## src/rtl/pllcw_pkg.sv

```systemverilog
package pllcw_pkg;

    localparam int DIV_W  = 5;
    localparam int MUL_W  = 8;
    localparam int BAND_W = 2;
    localparam int WORD_W = 16;

    localparam logic [DIV_W-1:0] DIV_MAX = 5'd31;

    localparam int BAND3_KHZ = 501000;
    localparam int BAND2_KHZ = 251000;
    localparam int BAND1_KHZ = 126000;

    typedef enum logic [2:0] {
        ST_IDLE,
        ST_SEARCH,
        ST_MUL,
        ST_EXACT,
        ST_DECODE
    } pllcw_state_e;

    typedef struct packed {
        logic [BAND_W-1:0] band;
        logic              spare;
        logic [DIV_W-1:0]  div;
        logic [MUL_W-1:0]  mul;
    } pllcw_word_t;

    function automatic pllcw_word_t pack_word(logic [BAND_W-1:0] band,
                                              logic [DIV_W-1:0]  div,
                                              logic [MUL_W-1:0]  mul);
        pllcw_word_t w;
        w.band  = band;
        w.spare = 1'b0;
        w.div   = div;
        w.mul   = mul;
        return w;
    endfunction

    function automatic logic [MUL_W-1:0] nz_mul(logic [MUL_W-1:0] f);
        return (f == '0) ? MUL_W'(1) : f;
    endfunction

    function automatic logic [DIV_W-1:0] nz_div(logic [DIV_W-1:0] f);
        return (f == '0) ? DIV_W'(1) : f;
    endfunction

endpackage

```

## src/rtl/pllcw_dsearch.sv

```systemverilog
module pllcw_dsearch
    import pllcw_pkg::*;
#(
    parameter int REF_W = 24,
    parameter int STEP  = 5000
) (
    input  logic             clk,
    input  logic             rst,
    input  logic             go,
    input  logic [REF_W-1:0] ref_khz,
    output logic [DIV_W-1:0] div_out,
    output logic             done
);
    localparam int TH_W = REF_W + DIV_W;

    logic [TH_W-1:0] thr;
    logic            act;
    logic            stop;

    assign stop = (div_out == DIV_MAX) || (TH_W'(ref_khz) < thr);

    always_ff @(posedge clk) begin
        if (rst) begin
            div_out <= '0;
            thr     <= '0;
            act     <= 1'b0;
            done    <= 1'b0;
        end else begin
            done <= 1'b0;
            if (go) begin
                div_out <= DIV_W'(1);
                thr     <= TH_W'(2 * STEP);
                act     <= 1'b1;
            end else if (act) begin
                if (stop) begin
                    act  <= 1'b0;
                    done <= 1'b1;
                end else begin
                    div_out <= div_out + DIV_W'(1);
                    thr     <= thr + TH_W'(STEP);
                end
            end
        end
    end
endmodule

```

## src/rtl/pllcw_rdiv.sv

```systemverilog
module pllcw_rdiv #(
    parameter int N = 54,
    parameter int D = 24
) (
    input  logic         clk,
    input  logic         rst,
    input  logic         go,
    input  logic [N-1:0] dividend,
    input  logic [D-1:0] divisor,
    output logic [N-1:0] quotient,
    output logic         done
);
    localparam int CNT_W = $clog2(N + 1);

    logic [D-1:0]     rem;
    logic [CNT_W-1:0] cnt;
    logic             act;
    logic [D:0]       trial;
    logic [D:0]       diff;
    logic             fits;

    always_comb begin
        trial = {rem, quotient[N-1]};
        fits  = trial >= {1'b0, divisor};
        diff  = trial - {1'b0, divisor};
    end

    always_ff @(posedge clk) begin
        if (rst) begin
            rem      <= '0;
            quotient <= '0;
            cnt      <= '0;
            act      <= 1'b0;
            done     <= 1'b0;
        end else begin
            done <= 1'b0;
            if (go) begin
                rem      <= '0;
                quotient <= dividend;
                cnt      <= CNT_W'(N);
                act      <= 1'b1;
            end else if (act) begin
                rem      <= fits ? diff[D-1:0] : trial[D-1:0];
                quotient <= {quotient[N-2:0], fits};
                cnt      <= cnt - CNT_W'(1);
                if (cnt == CNT_W'(1)) begin
                    act  <= 1'b0;
                    done <= 1'b1;
                end
            end
        end
    end
endmodule

```

## src/rtl/pllcw_band.sv

```systemverilog
module pllcw_band
    import pllcw_pkg::*;
#(
    parameter int W = 54
) (
    input  logic [W-1:0]      freq_khz,
    output logic [BAND_W-1:0] band
);
    always_comb begin
        if (freq_khz >= W'(BAND3_KHZ))      band = 2'd3;
        else if (freq_khz >= W'(BAND2_KHZ)) band = 2'd2;
        else if (freq_khz >= W'(BAND1_KHZ)) band = 2'd1;
        else                                band = 2'd0;
    end
endmodule

```

## src/rtl/pllcw_calc.sv

```systemverilog
module pllcw_calc
    import pllcw_pkg::*;
#(
    parameter int RATE_W       = 24,
    parameter int REF_W        = 24,
    parameter int MIN_POST_KHZ = 5000
) (
    input  logic                     clk,
    input  logic                     rst,
    input  logic                     start,
    input  logic [RATE_W-1:0]        rate_kbps,
    input  logic [REF_W-1:0]         ref_khz,
    output logic                     busy,
    output logic                     done,
    output logic                     err,
    output logic [WORD_W-1:0]        cfg_word,
    output logic [REF_W+MUL_W-1:0]   achieved_khz
);
    localparam int NUM_W  = RATE_W + DIV_W + 1;
    localparam int PROD_W = REF_W + NUM_W;
    localparam int ACH_W  = REF_W + MUL_W;

    pllcw_state_e      state;
    logic [RATE_W-1:0] rate_q;
    logic [REF_W-1:0]  ref_q;
    logic [DIV_W-1:0]  div_q;
    logic [NUM_W-1:0]  mul_q;
    logic [BAND_W-1:0] band_q;

    logic              srch_go, srch_done;
    logic [DIV_W-1:0]  srch_div;
    logic              dv_go, dv_done;
    logic [PROD_W-1:0] dv_a, dv_quo;
    logic [REF_W-1:0]  dv_b;
    logic [BAND_W-1:0] band_now;

    pllcw_dsearch #(.REF_W(REF_W), .STEP(MIN_POST_KHZ)) u_search (
        .clk(clk), .rst(rst), .go(srch_go), .ref_khz(ref_q),
        .div_out(srch_div), .done(srch_done)
    );

    pllcw_rdiv #(.N(PROD_W), .D(REF_W)) u_div (
        .clk(clk), .rst(rst), .go(dv_go), .dividend(dv_a), .divisor(dv_b),
        .quotient(dv_quo), .done(dv_done)
    );

    pllcw_band #(.W(PROD_W)) u_band (
        .freq_khz(dv_quo), .band(band_now)
    );

    assign busy = (state != ST_IDLE);

    always_ff @(posedge clk) begin
        if (rst) begin
            state        <= ST_IDLE;
            rate_q       <= '0;
            ref_q        <= '0;
            div_q        <= '0;
            mul_q        <= '0;
            band_q       <= '0;
            srch_go      <= 1'b0;
            dv_go        <= 1'b0;
            dv_a         <= '0;
            dv_b         <= '0;
            done         <= 1'b0;
            err          <= 1'b0;
            cfg_word     <= '0;
            achieved_khz <= '0;
        end else begin
            done    <= 1'b0;
            srch_go <= 1'b0;
            dv_go   <= 1'b0;
            unique case (state)
                ST_IDLE: begin
                    if (start) begin
                        rate_q <= rate_kbps;
                        ref_q  <= ref_khz;
                        if (ref_khz == '0) begin
                            err          <= 1'b1;
                            done         <= 1'b1;
                            cfg_word     <= '0;
                            achieved_khz <= '0;
                        end else begin
                            srch_go <= 1'b1;
                            state   <= ST_SEARCH;
                        end
                    end
                end
                ST_SEARCH: begin
                    if (srch_done) begin
                        div_q <= srch_div;
                        dv_a  <= PROD_W'(rate_q) * PROD_W'(srch_div)
                               + PROD_W'(ref_q) - PROD_W'(1);
                        dv_b  <= ref_q;
                        dv_go <= 1'b1;
                        state <= ST_MUL;
                    end
                end
                ST_MUL: begin
                    if (dv_done) begin
                        mul_q <= dv_quo[NUM_W-1:0];
                        dv_a  <= PROD_W'(ref_q) * PROD_W'(dv_quo[NUM_W-1:0]);
                        dv_b  <= REF_W'(nz_div(div_q));
                        dv_go <= 1'b1;
                        state <= ST_EXACT;
                    end
                end
                ST_EXACT: begin
                    if (dv_done) begin
                        band_q <= band_now;
                        dv_a   <= PROD_W'(ref_q) * PROD_W'(nz_mul(mul_q[MUL_W-1:0]));
                        dv_go  <= 1'b1;
                        state  <= ST_DECODE;
                    end
                end
                ST_DECODE: begin
                    if (dv_done) begin
                        achieved_khz <= dv_quo[ACH_W-1:0];
                        cfg_word     <= pack_word(band_q, div_q, mul_q[MUL_W-1:0]);
                        err          <= 1'b0;
                        done         <= 1'b1;
                        state        <= ST_IDLE;
                    end
                end
                default: state <= ST_IDLE;
            endcase
        end
    end
endmodule

```

## config.mk

```make
export PLATFORM = sky130hd
export DESIGN_NAME = pllcw_calc
export DESIGN_NICKNAME = d
export VERILOG_FILES = /design/src/rtl/pllcw_pkg.sv /design/src/rtl/pllcw_dsearch.sv /design/src/rtl/pllcw_rdiv.sv /design/src/rtl/pllcw_band.sv /design/src/rtl/pllcw_calc.sv
export SDC_FILE = /design/constraint.sdc
export NUM_CORES = 2
export LEC_CHECK = 0
export BUFFER_PORTS_ARGS = -buffer_cell sky130_fd_sc_hd__buf_2
export CAP_MARGIN = 20
export CELL_PAD_IN_SITES_DETAIL_PLACEMENT = 0
export CELL_PAD_IN_SITES_GLOBAL_PLACEMENT = 2
export CORE_ASPECT_RATIO = 1.25
export CORE_MARGIN = 3
export CORE_UTILIZATION = 35
export CTS_BUF_LIST = sky130_fd_sc_hd__clkbuf_4 sky130_fd_sc_hd__clkbuf_8
export DETAILED_ROUTE_END_ITERATION = 10
export GPL_TIMING_DRIVEN = 0
export PLACE_DENSITY_LB_ADDON = 0.1
export SLEW_MARGIN = 10
export SYNTH_ARGS = -nofsm -noshare
export SYNTH_HDL_FRONTEND = slang
export SYNTH_HIERARCHICAL = 1
export SYNTH_SLANG_ARGS = --single-unit
export TNS_END_PERCENT = 100
```

## constraint.sdc

```tcl
create_clock -name clk -period 6.69 [get_ports clk]
set_input_delay 1.338 -clock clk [delete_from_list [all_inputs] [get_ports clk]]
set_output_delay 1.338 -clock clk [all_outputs]
set_load 0.01 [all_outputs]
```

**After elaboration in Yosys (flattened, before gate mapping)**

Cells that the tools add are included.

- Div/mod/pow operators: 0
- Mux-type cells: 57
- Bitwise logic cells: 5
- Reduce and logical (&&, ||, !) cells: 27
- $mul: 3
- Shift-type cells: 0
- Add/sub/neg operators: 6
- Equality and inequality tests: 14
- $lt $le $gt $ge: 5

Operators with widths:

| kind | number |
|---|---|
| 2-to-1 mux 54 bit | 5 |
| one-hot mux 54 bit (3 select lines) | 1 |
| 2-to-1 mux 32 bit | 3 |
| 2-to-1 mux 24 bit | 3 |
| one-hot mux 32 bit (2 select lines) | 1 |
| greater-or-equal comparator 54 x 17 -> 1 bit, second input constant | 1 |
| greater-or-equal comparator 54 x 18 -> 1 bit, second input constant | 1 |
| greater-or-equal comparator 54 x 19 -> 1 bit, second input constant | 1 |
| multiplier 24 x 30 -> 54 bit | 1 |
| 2-to-1 mux 16 bit | 3 |
| one-hot mux 24 bit (2 select lines) | 1 |
| 2-to-1 mux 14 bit | 3 |
| multiplier 24 x 8 -> 32 bit | 1 |
| one-hot mux 16 bit (2 select lines) | 1 |
| subtractor 30 x 1 -> 31 bit, second input constant | 1 |
| adder 29 x 24 -> 30 bit | 1 |
| adder 29 x 13 -> 29 bit, second input constant | 1 |
| < comparator 24 x 29 -> 1 bit | 1 |
| multiplier 24 x 5 -> 29 bit | 1 |
| greater-or-equal comparator 25 x 24 -> 1 bit | 1 |
| logical NOT 24 bit | 1 |
| subtractor 24 bit | 1 |
| 2-to-1 mux 1 bit | 20 |
| 2-to-1 mux 3 bit | 6 |
| other kinds (28) | 57 |

- ROM bits: 0
- Logic and storage cells: 143
- Output and inout port bits: 51
- Input bits: 51
- RAM bits: 0
- Register bits: 318
- Memories: 0
- Bits in latches: 0

**Depth between registers and ports, before layout**

- Depth after elaboration: 5
- Depth in mapped cells: 27
- Gate-level depth less buffers: 25

**Cells and area by module**

Netlist, hierarchy kept.

Modules (own cells, without submodules):

| module | times used | cells each | area an instance (um2) | sequential area each (um2) |
|---|---|---|---|---|
| pllcw_calc | 1 | 4841 | 41319.6 | 3903.7 |
| pllcw_rdiv | 1 | 641 | 5096.1 | 1721.7 |
| pllcw_dsearch | 1 | 248 | 2057.0 | 660.6 |
| pllcw_band | 1 | 35 | 250.2 | 0.0 |

**Worst setup path after synthesis**

No wires, ideal clock.

- Path type: reg2reg
- Start: reg ref_q[4]
- End: reg dv_a[48]
- Setup time: 0.079 ns
- Clock period less this slack: 7.136 ns
- Arrival time: 7.057 ns
- Required time: 6.611 ns
- Path buffers: 2
- Path slack: -0.446 ns
- Stages on the path, launching flop included: 27
- Cells stage by stage: dfxtp_1 -> clkbuf_1 -> clkbuf_1 -> nand2_1 -> fa_1 -> inv_1 -> fa_1 -> inv_1 -> fa_1 -> fa_1 -> inv_1 -> fa_1 -> fa_1 -> inv_1 -> fa_1 -> inv_1 -> ha_1 -> a21oi_1 -> o21ai_0 -> a221o_1 -> a221oi_2 -> o21ai_0 -> a41oi_2 -> o31a_1 -> o21ai_0 -> or3_1 -> o211ai_1

- Longest elaborated chain between the ends: 4
- Elaborated cells between the ends (all ways): 6
- Classes of those cells: 2 x add/sub; 1 x mul; 3 x mux

Ends and longest elaborated chain:

| what | RTL line | RTL |
|---|---|---|
| start: declaration | pllcw_calc.sv:25 | `logic [REF_W-1:0] ref_q;` |
| start signal: assignment | pllcw_calc.sv:77 | `ref_q <= ref_khz;` |
| branches (longest 3 deep; another with multiplier 24 x 30 -> 54 bit) | -- |  |
| one-hot mux 54 bit (3 select lines) (*) | pllcw_calc.sv:73 | `unique case (state)` |
| end signal: assignment | pllcw_calc.sv:92 | `dv_a <= PROD_W'(rate_q) * PROD_W'(srch_div)` |
| end signal: assignment | pllcw_calc.sv:102 | `dv_a <= PROD_W'(ref_q) * PROD_W'(dv_quo[NUM_W-1:0]);` |
| end signal: assignment | pllcw_calc.sv:111 | `dv_a <= PROD_W'(ref_q) * PROD_W'(nz_mul(mul_q[MUL_W-1:0]));` |
| end: declaration | pllcw_calc.sv:33 | `logic [PROD_W-1:0] dv_a, dv_quo;` |

Mark *: on every way between the ends. The select of a mux whose other input is x is not followed.
A chain may end at the register's enable or synchronous reset.

**Final worst setup path**

- Start: reg u_div.quotient[6]
- End: reg dv_a[48]

- Longest elaborated chain between the ends: 3

Ends and longest elaborated chain:

| what | RTL line | RTL |
|---|---|---|
| start: declaration | pllcw_rdiv.sv:10 | `output logic [N-1:0] quotient,` |
| start signal: assignment | pllcw_rdiv.sv:39 | `quotient <= dividend;` |
| start signal: assignment | pllcw_rdiv.sv:44 | `quotient <= {quotient[N-2:0], fits};` |
| multiplier 24 x 30 -> 54 bit | pllcw_calc.sv:102 |  |
| 2-to-1 mux 54 bit | pllcw_calc.sv:100 | `if (dv_done) begin` |
| one-hot mux 54 bit (3 select lines) | pllcw_calc.sv:73 |  |

No other way between the ends. The select of a mux whose other input is x is not followed.

==> flow_summary_export.csv <==
group,metric,value,unit
run_status,outcome,"finished with violations",
run_status,failed_checks,"negative setup slack",
worst_setup_path,required,7490,ps
layout,finalNetCount,7415,
yosys,yosys_warnings,6,
placed_design,gp_congestion,0.9526,
grt,grt_pass1_vias,44705,
yosys,syn_nets,7003,
min_path,hold_depth,2,
layout,area_delta_synth_final,21.59,%
floorplanning,start_util,35.39,%
grt,grt_util_all_layers,30.92,%
yosys,ys_seq_area_share,12.90,%
yosys,synth_adder_area_share,43.39,%
placed_design,post-dp-hpwl,172200,um
clock_network,cts_tree,"done",
timing,hold_ws,451.4,ps
timing,slew_headroom,16.33,%
timing,rsz0062_at_grt,"yes",
timing,skew,113.6,ps
drt,first_pass_iters,6,
layout,layout_commonest_cell,"inv_1",
run,maxCapViolations,0,
worst_setup_path,endpoint_kind,"register",
clock_network,path_clk_slew,70,ps
worst_setup_path,cp_common_cell,"fa_1",
yosys,synth_mux_area_share,1.746,%
floorplanning,rows,152,
worst_setup_path,r2r_start,"u_div/quotient[6]",
timing,tns,-6766,ps
worst_setup_path,reg2reg_to,"dv_a[48]",
grt,grt_pass1_wl,319400,um
worst_setup_path,reg2reg_depth,24,
timing,slew_viol_final,0,
power,power,5611,uW
grt,antenna_found_initial,28,
worst_setup_path,path_max_fanout,7,
grt,grt.overflow.total,0,
worst_setup_path,startpoint,"u_div/quotient[6]",
worst_setup_path,path_cells,"clkbuf_16 > nand2_1 > fa_1 > inv_1 > fa_1 > fa_2 > fa_1 > fa_2 > fa_1 > inv_2 > fa_2 > inv_2 > ha_4 > a21oi_4 > o21ai_2 > a221o_1 > a221oi_4 > o21ai_1 > a41oi_2 > buf_6 > o31a_1 > o21ai_2 > or3_1 > o211ai_1",
yosys,ys_ff_latch,314,
clock_network,cts_sinks,314,
floorplanning,dieArea,143700,um^2
yosys,avgSynthCellArea,8.452,um^2
worst_setup_path,crit_path_end,"dv_a[48]",
worst_setup_path,worstSetupPathType,"reg2reg",
drt,viasPerCell,5.277,
yosys,syn_area,48720,um^2
clock_network,clock_latency,880,ps
floorplanning,fp.dieH,423.1,um
yosys,synth-compound-area-share,10.77,%
power,p_per_area,94.72,nW/um^2
timing,setup_ws,-381.9,ps
power,p_leak,0.02748,uW
grt,grt_start_max_net_pins,20,
yosys,yosys.area_share.simple,19.08,%
drt,ant_nets,0,
floorplanning,core_area,137700,um^2
layout,n_fill_cell,14282,
layout,multi_input_area,39310,um^2
worst_setup_path,slowest_stage,"fa_1",
min_path,hold_path.class,"reg2reg",
timing,period_minus_slack,7072,ps
yosys,synth-edff-count,0,
timing,tightest_slew,1245,ps
drt,routed_wl,221900,um
timing,fmax,141.4,MHz
layout,post-route-util,43.02,%
worst_setup_path,critPathArrivalTime,7870,ps
drt,dr_total_vias,42638,
placed_design,portBuffers,100,
floorplanning,io_pins,102,
worst_setup_path,critPathMaxStageDelay,590,ps
drt,drcViolationCount,0,
clock_network,cts-root-buf,"clkbuf_8",
yosys,postSynthCellCount,5765,
timing,hold_violations,0,
layout,layout-drive-gt1-share,16.87,%
clock_network,cts_buffers,61,
yosys,synth_top_family_by_area,"adder cells",
yosys,ys_types,93,
layout,seq_area,6489,um^2
layout,mostFrequentLayoutCells,"889 x inv_1, 870 x nand2_1, 804 x fa_1, 458 x and2_1, 320 x a21oi_1",
clock_network,cts_htree_levels,2,
worst_setup_path,rrSetupSlack,-380,ps
yosys,ys.flop_type,"dfxtp_1",
worst_setup_path,startpoint_type,"register",
drt,wl_per_cell,27.46,um
yosys,async_reset_ff_share,0,%
drt,drt_iter0_drc,3080,
timing,min_period_over_period,105.7,%
floorplanning,die_x,339.7,um
clock_network,clock_path_buffers,3,
timing,setup_violations,30,
yosys,synth_xor_xnor_area_share,2.067,%
power,vdd_ir_drop_max,0.1703,mV
==> worst max-delay path, delay by kind of cell, from the launching register on <==
family | cells | cell delay, ps
compound gates | 9 | 1630
simple gates | 2 | 440
buf+inv | 5 | 530
flops | 1 | 510
fa+ha+maj | 8 | 3830
==> through the flow <==
stage	instances	setup WS [ps]	cell area [um^2]
global route	8075	-601.6	59230
detailed placement	7723	-2577	51940
floorplan	5765	-15.71	48940
global placement	7713	-2878	51750
CTS	8041	-330.2	58390
finish	8080	-381.9	59240
==> Yosys cell counts, types with 12 or more instances <==
master | count | area, um^2
o31ai_1 | 19 | 142.6
nand4_1 | 30 | 187.7
buf_1 | 21 | 78.83
ha_1 | 349 | 4367
a21oi_1 | 350 | 1752
or3_1 | 12 | 75.07
fa_1 | 838 | 16780
clkbuf_1 | 315 | 1182
a211oi_1 | 33 | 247.7
a211oi_2 | 16 | 200.2
mux2i_1 | 85 | 850.8
o21ai_0 | 113 | 565.5
nor4_1 | 22 | 137.6
a311oi_1 | 15 | 131.4
o21a_1 | 17 | 127.6
dfxtp_1 | 314 | 6286
and2_1 | 468 | 2928
o211ai_1 | 21 | 157.7
a31oi_1 | 30 | 187.7
nand2b_1 | 20 | 125.1
nand2_1 | 898 | 3371
o21bai_1 | 25 | 187.7
and3_1 | 25 | 156.4
a21o_1 | 80 | 600.6
xnor2_1 | 66 | 578.1
nand3_1 | 108 | 540.5
xor2_1 | 49 | 429.2
nor2_1 | 258 | 968.4
inv_1 | 940 | 3528
nor2b_1 | 29 | 181.4
nor3_1 | 46 | 230.2
==> power breakdown <==
| part | internal (uW) | switching [uW] | total [uW] |
|---|---|---|---|
| Sequential | 1890 | 73.0 | 1960 |
| Clock | 1260 | 1020 | 2290 |
| Combinational | 472 | 892 | 1360 |
| Total | 3620 | 1990 | 5610 |
==> cell families after synthesis <==
kind of cell,after synthesis
XOR/XNOR,115
flip-flops,314
adder cells (fa/ha/maj),1187
buffers and inverters,1285
multiplexers,85
AO/OA/AOI/OAI,815
AND/OR/NAND/NOR,1963
other,1
==> worst min-delay path by stage <==
stage | from | endpoint
global placement | dv_b[6] | dv_b[6]
global route | dv_b[7] | dv_b[7]
detailed placement | u_search/thr[28] | u_search/thr[28]
CTS | mul_q[0] | cfg_word[0]
finish | dv_b[20] | dv_b[20]
floorplan | dv_a[18] | dv_a[18]
==> timing repair <==
item	4_1_cts	5_1_grt
setup endpoints to repair	46	43
cloned	9	0
pin swaps	218	130
setup buffers	212	31
gates resized for setup	760	161
hold buffers	0	0
==> cell type report <==
cell class	count	area share, %
Multi-Input combinational cell	4166	66.35
Sequential cell	314	10.95
Inverter	940	5.956
Timing Repair Buffer	363	5.310
Buffer	331	5.155
Tap cell	1848	3.903
Clock buffer	95	2.017
Clock inverter	14	0.3189
Antenna cell	9	0.03802
==> routing by layer <==
metal  wire length [um]  up-vias  global-route usage [%]
li1                   -    18900                       -
met1              87970    21813                   38.21
met2             105800     1500                   52.01
met3              14590      419                   5.300
met4              13490        6                   15.46
met5                 42        -                       0
==> sequential cells by signal (all words and copies together) (netlist names), 5 cells and up <==
name              count
u_search/div_out      5
u_search/thr         26
u_div/rem            24
cfg_word             15
u_div/quotient       54
mul_q                 8
ref_q                24
u_div/cnt             6
achieved_khz         32
rate_q               24
dv_a                 54
dv_b                 24
div_q                 5
(Power assumes the default switching activity.)
